==> src/rtl/dbg_seq_pkg.sv <==
package dbg_seq_pkg;

  localparam int NCH    = 3;
  localparam int CODE_W = 4;
  localparam int NST    = 3;

  typedef enum logic [1:0] {
    ST_OFF = 2'b00,
    ST_S1  = 2'b01,
    ST_S2  = 2'b10,
    ST_S3  = 2'b11
  } seq_state_t;

  typedef enum logic [1:0] {
    D_NONE = 2'b00,
    D_A    = 2'b01,
    D_B    = 2'b10,
    D_FIN  = 2'b11
  } dest_t;

  // Per-channel destinations for one selection code; channel n at [2n+1:2n].
  function automatic logic [2*NCH-1:0] code_map(input logic [CODE_W-1:0] code);
    logic [2*NCH-1:0] m;
    case (code)
      4'd1:    m = {D_NONE, D_NONE, D_A  };
      4'd2:    m = {D_NONE, D_B,    D_NONE};
      4'd3:    m = {D_NONE, D_NONE, D_FIN};
      4'd4:    m = {D_NONE, D_FIN,  D_NONE};
      4'd5:    m = {D_B,    D_NONE, D_FIN};
      4'd6:    m = {D_B,    D_FIN,  D_NONE};
      4'd7:    m = {D_NONE, D_A,    D_FIN};
      4'd8:    m = {D_A,    D_FIN,  D_NONE};
      4'd9:    m = {D_FIN,  D_NONE, D_B  };
      4'd10:   m = {D_A,    D_A,    D_FIN};
      4'd11:   m = {D_FIN,  D_FIN,  D_A  };
      4'd12:   m = {D_FIN,  D_NONE, D_NONE};
      4'd13:   m = {D_A,    D_NONE, D_NONE};
      4'd14:   m = {D_NONE, D_B,    D_A  };
      default: m = '0;
    endcase
    return m;
  endfunction

  // Resolve an abstract destination into a concrete state, given the current one.
  function automatic seq_state_t dest_state(input seq_state_t cur, input dest_t d);
    seq_state_t s;
    case (cur)
      ST_S1:   s = (d == D_A) ? ST_S2 : ST_S3;
      ST_S2:   s = (d == D_A) ? ST_S1 : ST_S3;
      ST_S3:   s = (d == D_A) ? ST_S1 : ST_S2;
      default: s = ST_OFF;
    endcase
    return s;
  endfunction

endpackage

==> src/rtl/dbg_seq_cfg.sv <==
module dbg_seq_cfg
  import dbg_seq_pkg::*;
#(
  parameter int CW = CODE_W
) (
  input  logic                   clk,
  input  logic                   rst_n,
  input  logic                   armed,
  input  logic                   wr_en,
  input  logic [1:0]             wr_sel,
  input  logic [CW-1:0]          wr_data,
  output logic [NST-1:0][CW-1:0] code_q
);

  logic wr_ok;
  assign wr_ok = wr_en && !armed;

  for (genvar s = 0; s < NST; s++) begin : g_code
    always_ff @(posedge clk or negedge rst_n) begin
      if (!rst_n)
        code_q[s] <= '0;
      else if (wr_ok && (wr_sel == 2'(s + 1)))
        code_q[s] <= wr_data;
    end
  end


  cfg_lock_chk: assert property (@(posedge clk) disable iff (!rst_n)
    armed |=> $stable(code_q));

endmodule

==> src/rtl/dbg_seq_pick.sv <==
module dbg_seq_pick
  import dbg_seq_pkg::*;
#(
  parameter int CW = CODE_W
) (
  input  seq_state_t     cur,
  input  logic [CW-1:0]  code,
  input  logic [NCH-1:0] match,
  output logic           go,
  output logic           go_fin,
  output seq_state_t     go_state
);

  logic [2*NCH-1:0] map;
  dest_t            hit [NCH];
  logic [NCH-1:0]   fin_vec;
  logic [NCH-1:0]   mov_vec;

  assign map = code_map(code);

  for (genvar c = 0; c < NCH; c++) begin : g_ch
    assign hit[c]     = match[c] ? dest_t'(map[2*c +: 2]) : D_NONE;
    assign fin_vec[c] = (hit[c] == D_FIN);
    assign mov_vec[c] = (hit[c] == D_A) || (hit[c] == D_B);
  end

  always_comb begin
    dest_t win;
    win = D_NONE;
    for (int c = NCH - 1; c >= 0; c--)
      if (mov_vec[c]) win = hit[c];
    go_fin   = (cur != ST_OFF) && (|fin_vec);
    go       = (cur != ST_OFF) && ((|fin_vec) || (|mov_vec));
    go_state = go_fin ? ST_OFF : dest_state(cur, win);
  end


  pick_idle_chk: assert final (!((code == '0) || (&code)) || !go);

endmodule

==> src/rtl/dbg_seq_core.sv <==
module dbg_seq_core
  import dbg_seq_pkg::*;
#(
  parameter int FW = 8
) (
  input  logic           clk,
  input  logic           rst_n,
  input  logic           arm,
  input  logic           disarm,
  input  logic [NCH-1:0] match,
  input  logic           go,
  input  logic           go_fin,
  input  seq_state_t     go_state,
  output seq_state_t     state_q,
  output logic           trig_q,
  output logic [FW-1:0]  flags_q
);

  logic armed, arm_fire;
  assign armed    = (state_q != ST_OFF);
  assign arm_fire = arm && !disarm && !armed;

  always_ff @(posedge clk or negedge rst_n) begin
    if (!rst_n) begin
      state_q <= ST_OFF;
      trig_q  <= 1'b0;
    end else begin
      trig_q <= 1'b0;
      if (disarm)
        state_q <= ST_OFF;
      else if (arm_fire)
        state_q <= ST_S1;
      else if (go) begin
        state_q <= go_state;
        trig_q  <= go_fin;
      end
    end
  end

  always_ff @(posedge clk or negedge rst_n) begin
    if (!rst_n)
      flags_q <= '0;
    else if (arm_fire)
      flags_q <= '0;
    else if (armed)
      flags_q[NCH-1:0] <= flags_q[NCH-1:0] | match;
  end


  trig_pulse_chk: assert property (@(posedge clk) disable iff (!rst_n)
    trig_q |=> !trig_q);

  trig_off_chk: assert property (@(posedge clk) disable iff (!rst_n)
    trig_q |-> (state_q == ST_OFF));

  arm_entry_chk: assert property (@(posedge clk) disable iff (!rst_n)
    (!armed && arm && !disarm) |=> (state_q == ST_S1) && (flags_q == '0));

  hold_chk: assert property (@(posedge clk) disable iff (!rst_n)
    (armed && !go && !disarm) |=> $stable(state_q));

  flag_sticky_chk: assert property (@(posedge clk) disable iff (!rst_n)
    (armed || !arm) |=> ((flags_q & $past(flags_q)) == $past(flags_q)));

endmodule

==> src/rtl/dbg_seq_top.sv <==
module dbg_seq_top
  import dbg_seq_pkg::*;
#(
  parameter int FLAG_W = 8
) (
  input  logic              clk,
  input  logic              rst_n,
  input  logic              arm,
  input  logic              disarm,
  input  logic              wr_en,
  input  logic [1:0]        wr_sel,
  input  logic [CODE_W-1:0] wr_data,
  input  logic [NCH-1:0]    match,
  output logic [1:0]        state,
  output logic              trigger,
  output logic [FLAG_W-1:0] flags
);

  seq_state_t                st, go_state;
  logic                      go, go_fin;
  logic [NST-1:0][CODE_W-1:0] code_q;
  logic [CODE_W-1:0]         cur_code;

  assign cur_code = (st == ST_OFF) ? '0 : code_q[st - 2'd1];

  dbg_seq_cfg #(.CW(CODE_W)) u_cfg (
    .clk(clk), .rst_n(rst_n), .armed(st != ST_OFF),
    .wr_en(wr_en), .wr_sel(wr_sel), .wr_data(wr_data), .code_q(code_q)
  );

  dbg_seq_pick #(.CW(CODE_W)) u_pick (
    .cur(st), .code(cur_code), .match(match),
    .go(go), .go_fin(go_fin), .go_state(go_state)
  );

  dbg_seq_core #(.FW(FLAG_W)) u_core (
    .clk(clk), .rst_n(rst_n), .arm(arm), .disarm(disarm), .match(match),
    .go(go), .go_fin(go_fin), .go_state(go_state),
    .state_q(st), .trig_q(trigger), .flags_q(flags)
  );

  assign state = st;


  flag_hi_chk: assert property (@(posedge clk) disable iff (!rst_n)
    flags[FLAG_W-1:NCH] == '0);

endmodule

==> config.mk <==
export PLATFORM = sky130hd
export DESIGN_NAME = dbg_seq_top
export DESIGN_NICKNAME = d
export VERILOG_FILES = /design/src/rtl/dbg_seq_pkg.sv /design/src/rtl/dbg_seq_cfg.sv /design/src/rtl/dbg_seq_pick.sv /design/src/rtl/dbg_seq_core.sv /design/src/rtl/dbg_seq_top.sv
export SDC_FILE = /design/constraint.sdc
export NUM_CORES = 1
export LEC_CHECK = 0
export BUFFER_PORTS_ARGS = -buffer_cell sky130_fd_sc_hd__clkbuf_2
export CAP_MARGIN = 20
export CORE_ASPECT_RATIO = 1.4
export CORE_MARGIN = 2
export CORE_UTILIZATION = 38
export DETAILED_ROUTE_END_ITERATION = 8
export PLACE_DENSITY = 0.61
export SYNTH_ARGS = -nofsm -noshare
export SYNTH_HDL_FRONTEND = slang
export SYNTH_HIERARCHICAL = 1
export SYNTH_SLANG_ARGS = --single-unit
==> constraint.sdc <==
create_clock -name clk -period 4.6 [get_ports clk]
set_input_delay 1.38 -clock clk [delete_from_list [all_inputs] [get_ports clk]]
set_output_delay 1.38 -clock clk [all_outputs]
set_load 0.01 [all_outputs]
==> results of run 1 <==
worst min path at each step:
stage	from	end	slack, ns	depth (start not counted)
global route	u_cfg/code_q[11]	u_cfg/code_q[11]	0.53	1
detailed placement	u_cfg/code_q[11]	u_cfg/code_q[11]	0.50	1
floorplan	u_cfg/code_q[10]	u_cfg/code_q[10]	0.48	1
global placement	u_cfg/code_q[9]	u_cfg/code_q[9]	0.49	1
CTS	u_cfg/code_q[11]	u_cfg/code_q[11]	0.51	1
finish	u_cfg/code_q[9]	u_cfg/code_q[9]	0.51	1
logic make-up after synthesis:
| group | synth area share |
|---|---|
| adders and majority gates | 0.0942 |
| and+or+nand+nor | 0.213 |
| AOI/OAI and AO/OA | 0.108 |
| other | 0.00282 |
| buffers and inverters | 0.0744 |
| DFF | 0.339 |
| xor gates and xnor gates | 0.00659 |
| muxes | 0.162 |
per-layer routing:
layer / share of wire / track usage / vias up
met1: 0.41 / 0.181 / 506
met2: 0.54 / 0.251 / 20
met4: 0.012 / 0.0417 / 0
li1: - / - / 504
met5: 0 / 0 / -
met3: 0.034 / 0.0241 / 4
worst register-to-register path, stage by stage, from the launching register on:
cell	delay [ns]
dfrtp_1	0.50
inv_1	0.08
ha_1	0.47
mux2i_1	0.13
a211oi_1	0.23
buf_4	0.18
inv_1	0.07
ha_1	0.19
nand2_1	0.06
o21ai_0	0.07
nand2_1	0.06
o21ai_0	0.12
and2_1	0.21
ha_1	0.18
nor3_1	0.46
a31oi_1	0.29
mux2i_1	0.18
a21oi_1	0.17
state kept, by name, summed over array words and instances, names as in the netlist:
register        cells
u_core/state_q      2
u_core/trig_q       1
u_cfg/code_q       12
u_core/flags_q      3
where the power goes:
group | switching, mW | total, mW | internal (mW) | leakage (nW)
logic | 0.257 | 0.496 | 0.239 | 0.444
clock network | 0.0548 | 0.131 | 0.0760 | 0.0288
registers | 0.0457 | 0.276 | 0.231 | 0.219
layout by cell type, fill, tap and decap left out, types with 2 or more instances in the layout:
master	n
o31ai_1	2
nor2_2	2
conb_1	5
and2_1	3
clkbuf_2	19
mux2i_1	8
nand2_1	11
mux2_2	12
nor2_1	5
a21oi_1	8
nand2b_1	5
and4b_1	2
buf_4	5
a211oi_1	4
o21ai_0	5
ha_1	10
nand3_1	2
and4bb_4	2
clkbuf_8	4
inv_1	7
dfrtp_1	18
through the flow:
stage,worst slack [ns],std cells
2_1_floorplan,0.768,136
3_3_place_gp,1.01,191
3_5_place_dp,0.910,191
4_1_cts,0.883,195
5_1_grt,0.441,195
6_report,0.866,195
final cells by class:
class | instances | area share
Sequential cell | 18 | 0.299
Clock buffer | 4 | 0.0365
Tap cell | 40 | 0.0332
Timing Repair Buffer | 24 | 0.0879
Inverter | 7 | 0.0174
Multi-Input combinational cell | 102 | 0.527
==> results.md, run 1 <==
- Worst-path cell chain: inv_1 > ha_1 > mux2i_1 > a211oi_1 > buf_4 > inv_1 > ha_1 > nand2_1 > o21ai_0 > nand2_1 > o21ai_0 > and2_1 > ha_1 > nor3_1 > a31oi_1 > mux2i_1 > a21oi_1
- CP peak stage delay: around 0.50 ns
- Min Clock Period, post-route: 3.73 ns
- Fin area: approximately 0.0015 mm²
- Origin of the worst setup path: u_core/state_q[1]
- Cts hold-fix bufs: 0
- Outcome: finished clean
- Synth area leader: dfrtp_1
- Post-synthesis sequential area ratio: 0.339
- Relative slew slack: 0.637
- Critical path's top delay family: compound AO/OA/AOI/OAI gates
- Total Wirelength: about 2600 µm
- CP Launch Type: flop
- IO buf count: 19
- DRC viols: 0
- Hpwl dp: 2100 µm
- Vias: about 1000
- Starting density of the core: 0.397
- Post-synth top area share: 0.339
- Crit Reg-Reg Endpoint: u_core/state_q[0]
- Maxcap violations: 0
- Area growth syn-to-layout: 13.6%
- Wire per inst: ~13 µm
- Clock buffer depth: 2
- Post-synthesis cell type count: 37
- Worst reg-to-reg path cell count: 17
- Largest net degree at the start of global routing: 19
- Core Region: roughly 0.0033 mm²
- Mapped cell area: approximately 0.0013 mm²
- Layout cell share with drive strength beyond 1: 0.316
- Final Net Count: between 150 and 200
- Clock Skew: ~0.00061 ns
- Fillers: 327
- H-tree depth: 1
- Critical Path End Type: flop
- Ant. Diodes: 0
- CTS tree: done
- GR Util All Layers: 0.144
- Final Hold Fails: 0
- Critical path depth in cells: 17
- Peak VDD IR: approximately 0.34 mV
- CTS Sinks: 18
- Post-Synthesis Cells: ~130
- RSZ-0062 raised after global routing: no
- Req. time, crit path: around 4.8 ns
- Crit Path Class: reg -> reg
- Antenna viol nets, final: 0
- WP buf/inv: 3
- Die area: between 0.003 and 0.004 mm²
- Register bit total from synthesis: 18
- Final Util: 0.451
- Worst slew pin tran: about 0.54 ns
- Top_reg_cell synth: dfrtp_1
- Fmax: between 200 and 300 MHz
- Ranking of synthesized cells by area: dfrtp_1 34%, mux2_2 10%, ha_1 9.4%
- Postcts setup bufs: 0
- Critical Path Sink: u_core/state_q[0]
- Top-count cell post-synth: dfrtp_1
- CP max-delay cell: dfrtp_1
- Drt first pass iters: 4
- Warnings from Yosys: 6
- Reg area: 450 µm²
- Post-cts sizing count: 0
- GP Congestion: 0.772
- Initial antenna violation count: 0
- Multi-input gate area: 795 µm²
- Synth async-reset ratio: 1.00
- CTS Root Cell: clkbuf_8
- Syn_area_per_cell: 10.1 µm²
- Mean number of vias per cell: ~5.3
- Clk pin slew, worst setup/hold paths: about 0.07 ns
- Die H: between 70 and 80 µm
- First-pass GRT wire length: 4350 µm
- GRT overflow: 0
- Num CTS Buffers: 3
- Post-synth EDFFs: 0
- Worst hold slack: between 0.5 and 0.6 ns
- Site row count: 25
- Initial DRC Count: 18
- Worst-skew pair later-pin latency: between 0.2 and 0.3 ns
- Worst-path fanout max: 10
- Pleak: about 0.69 nW
- Period Utilization, post-route: 0.812
- Area post-placement: between 0.001 and 0.0015 mm²
- Worst Hold Class: reg -> reg
- Io pins: 25
- Synth top cells by count: 18 x dfrtp_1, 12 x mux2_2, 11 x nand2_1
- Reg2reg start: u_core/state_q[1]
- Vias in the first global route: 993
- Top cell by count, worst path: ha_1
- Setup TNS: 0 ns
- Worst R2R Setup Slack: ~0.87 ns
- Worst endpoint data arrival time: about 3.9 ns
- Max-slew violations: 0
- Setup violators final: 0
- Final Power: between 0.9 and 1 mW
- Pwr dens: around 600 mW/mm²
- Die X: between 50 and 60 µm
Note: power is estimated with default switching activity, not from simulation.
==> run 2: changes to the inputs <==
--- a/config.mk
+++ b/config.mk
@@ -11,7 +11,7 @@
 export CORE_MARGIN = 2
 export CORE_UTILIZATION = 38
 export DETAILED_ROUTE_END_ITERATION = 8
-export PLACE_DENSITY = 0.61
+export PLACE_DENSITY = 0.63
 export SYNTH_ARGS = -nofsm -noshare
 export SYNTH_HDL_FRONTEND = slang
 export SYNTH_HIERARCHICAL = 1
==> constraint.sdc (replaced) <==
create_clock -name clk -period 3.16 [get_ports clk]
set_input_delay 0.948 -clock clk [delete_from_list [all_inputs] [get_ports clk]]
set_output_delay 0.948 -clock clk [all_outputs]
set_load 0.01 [all_outputs]
==> results.md, run 2 (synthesis gave the netlist of run 1 again) <==
- Min Clock Period, post-route: 3.17 ns
- Hpwl dp: roughly 2200 µm
- DP Cell Count: approximately 190
- GRT overflow: 0
- Die H: between 70 and 80 µm
- RSZ-0062 raised after global routing: yes
- Crit Path Class: reg -> reg
- Io pins: 25
- First-pass GRT wire length: between 4000 and 5000 µm
- Fmax: ~320 MHz
- Outcome: finished, violations left
- Die area: approximately 0.004 mm²
- CTS tree: done
- Maxcap violations: 0
- Max reg flops: 12
- Wire per inst: approximately 14 µm
- Max-slew violations: 0
- Biggest regs: u_cfg/code_q x12, u_core/flags_q x3, u_core/state_q x2
- Clock Skew: between 0.006 and 0.007 ns
- Initial antenna violation count: 0
- GP Congestion: about 0.84
- Critical path's top delay family: adder cells
- Core Region: ~0.0033 mm²
- Most frequent cells in the layout: 19 x clkbuf_2, 17 x dfrtp_1, 12 x mux2_2
- CP Launch Type: flop
- Worst endpoint data arrival time: between 3 and 4 ns
- Top reg by flops: u_cfg/code_q
- CTS Sinks: 18
- Peak VDD IR: around 0.6 mV
- Largest net degree at the start of global routing: 19
- Clock buffer depth: 2
- Worst-path cell chain: inv_2 > ha_4 > mux2i_1 > a211oi_2 > inv_1 > ha_4 > nand2b_4 > nand3_2 > nand2b_1 > and2_4 > ha_4 > nor3b_4 > nand3b_1 > o22ai_2 > mux2i_1 > mux2i_1 > a21oi_1
- Reg area: ~450 µm²
- Layout cell share with drive strength beyond 1: 0.472
- Worst Hold Class: reg -> reg
- Vias: 1020
- Antenna viol nets, final: 0
- DRC viols: 0
- Multi-input gate area: a little over 900 µm²
- Worst-skew pair later-pin latency: about 0.26 ns
- Final Util: 0.498
- Site row count: 25
- Vias in the first global route: 1051
- Starting density of the core: 0.397
- Final WS setup: -0.00626 ns
- HP Start: u_cfg/code_q[8]
- Initial DRC Count: 20
- Num CTS Buffers: 3
- IO buf count: 19
- Mean number of vias per cell: 5.13
- Period Utilization, post-route: 1.00
- GR Util All Layers: 0.151
- Worst R2R Setup Slack: -0.006 ns
- Setup violators final: 1
- Failing checks: setup timing
- Area growth syn-to-layout: 25.5%
- WP buf/inv: 2
- Fillers: 306
- Final Net Count: 184
- Die X: ~54 µm
- H-tree depth: 1
- Total Wirelength: ~2800 µm
- Layout Cells excl Fill: between 150 and 200
- Drt first pass iters: 4
- Worst-path fanout max: 5
- Ant. Diodes: 0
- Most common cell after layout, fill and taps aside: clkbuf_2
- Req. time, crit path: 3.34 ns
- Final Power: between 1.5 and 2 mW
- Worst hold slack: just over 0.5 ns
- Crit Reg-Reg Endpoint: u_core/state_q[0]
- CTS Root Cell: clkbuf_8
- Setup WS pre-CTS: -0.0687 ns
- Pleak: 0.726 nW
- Clk pin slew, worst setup/hold paths: 0.07 ns
- Critical Path End Type: flop
- CP max-delay cell: dfrtp_1
- Final Hold Fails: 0
- Hold Path Sink: u_cfg/code_q[8]
- Reg2reg start: u_core/state_q[1]
- CP peak stage delay: 0.40 ns
- Min-Delay Path Depth: 1
- Worst reg-to-reg path cell count: 17
- Cts hold-fix bufs: 0
- Pwr dens: ~920 mW/mm²
run 2: changes by cell type in the layout (fill, tap and decap cells not counted), moves of 3 or more:
cell,previous run,this run
ha_1,10,4
and2_4,0,3
and2_1,3,0
buf_4,5,9
ha_4,0,4
run 2: area by class of cell:
cell class / count / share of cell area
Tap cell: 40 / 0.0300
Multi-Input combinational cell: 102 / 0.551
Inverter: 7 / 0.0173
Clock buffer: 4 / 0.0330
Timing Repair Buffer: 28 / 0.0975
Sequential cell: 18 / 0.271
run 2: how the worst max path moves through the flow:
stage	endpoint	slack, ns	start	cells past startpoint
finish	u_core/state_q[0]	-0.006	u_core/state_q[1]	17
global route	u_core/state_q[0]	-0.20	u_core/state_q[0]	17
CTS	u_core/state_q[0]	0.003	u_core/state_q[1]	16
detailed placement	u_core/state_q[0]	-0.07	u_core/state_q[1]	16
global placement	u_core/state_q[0]	-0.008	u_core/state_q[1]	16
floorplan	u_core/state_q[0]	-0.14	u_core/state_q[0]	19
run 2: timing repair:
item                                    4_1_cts  5_1_grt
pin swaps                                     2        6
endpoints found under the setup margin        2        3
endpoints found under the hold margin         0        0
gates resized for setup                       1       15
gates cloned                                  0        0
buffers inserted                              2        0
run 2: per-layer routing:
metal,vias up,global-route usage,routed length [µm]
met5,-,0,0
met4,0,0.0500,13
met3,2,0.0281,82
met2,15,0.289,1590
met1,487,0.161,1140
li1,516,-,-
run 2: worst register-to-register path: cells and delay by family, from the launching register on:
family	cells	cell delay [ns]
fa+ha+maj	3	0.81
compound gates	3	0.70
simple gates	6	0.51
mux	3	0.44
flops	1	0.40
buf+inv	2	0.23
run 2: report_power, final:
group,internal [mW],leakage [nW],switching (mW),total (mW)
Combinational,0.474,0.480,0.466,0.939
Sequential,0.337,0.217,0.0620,0.399
Clock,0.111,0.0288,0.0784,0.189
run 2: metrics by stage:
stage / setup TNS, ns / instance area, µm²
2_1_floorplan: -0.275 / 1410
3_3_place_gp: -0.00754 / 1520
3_5_place_dp: -0.0715 / 1520
4_1_cts: 0 / 1600
5_1_grt: -0.350 / 1670
6_report: -0.00626 / 1670
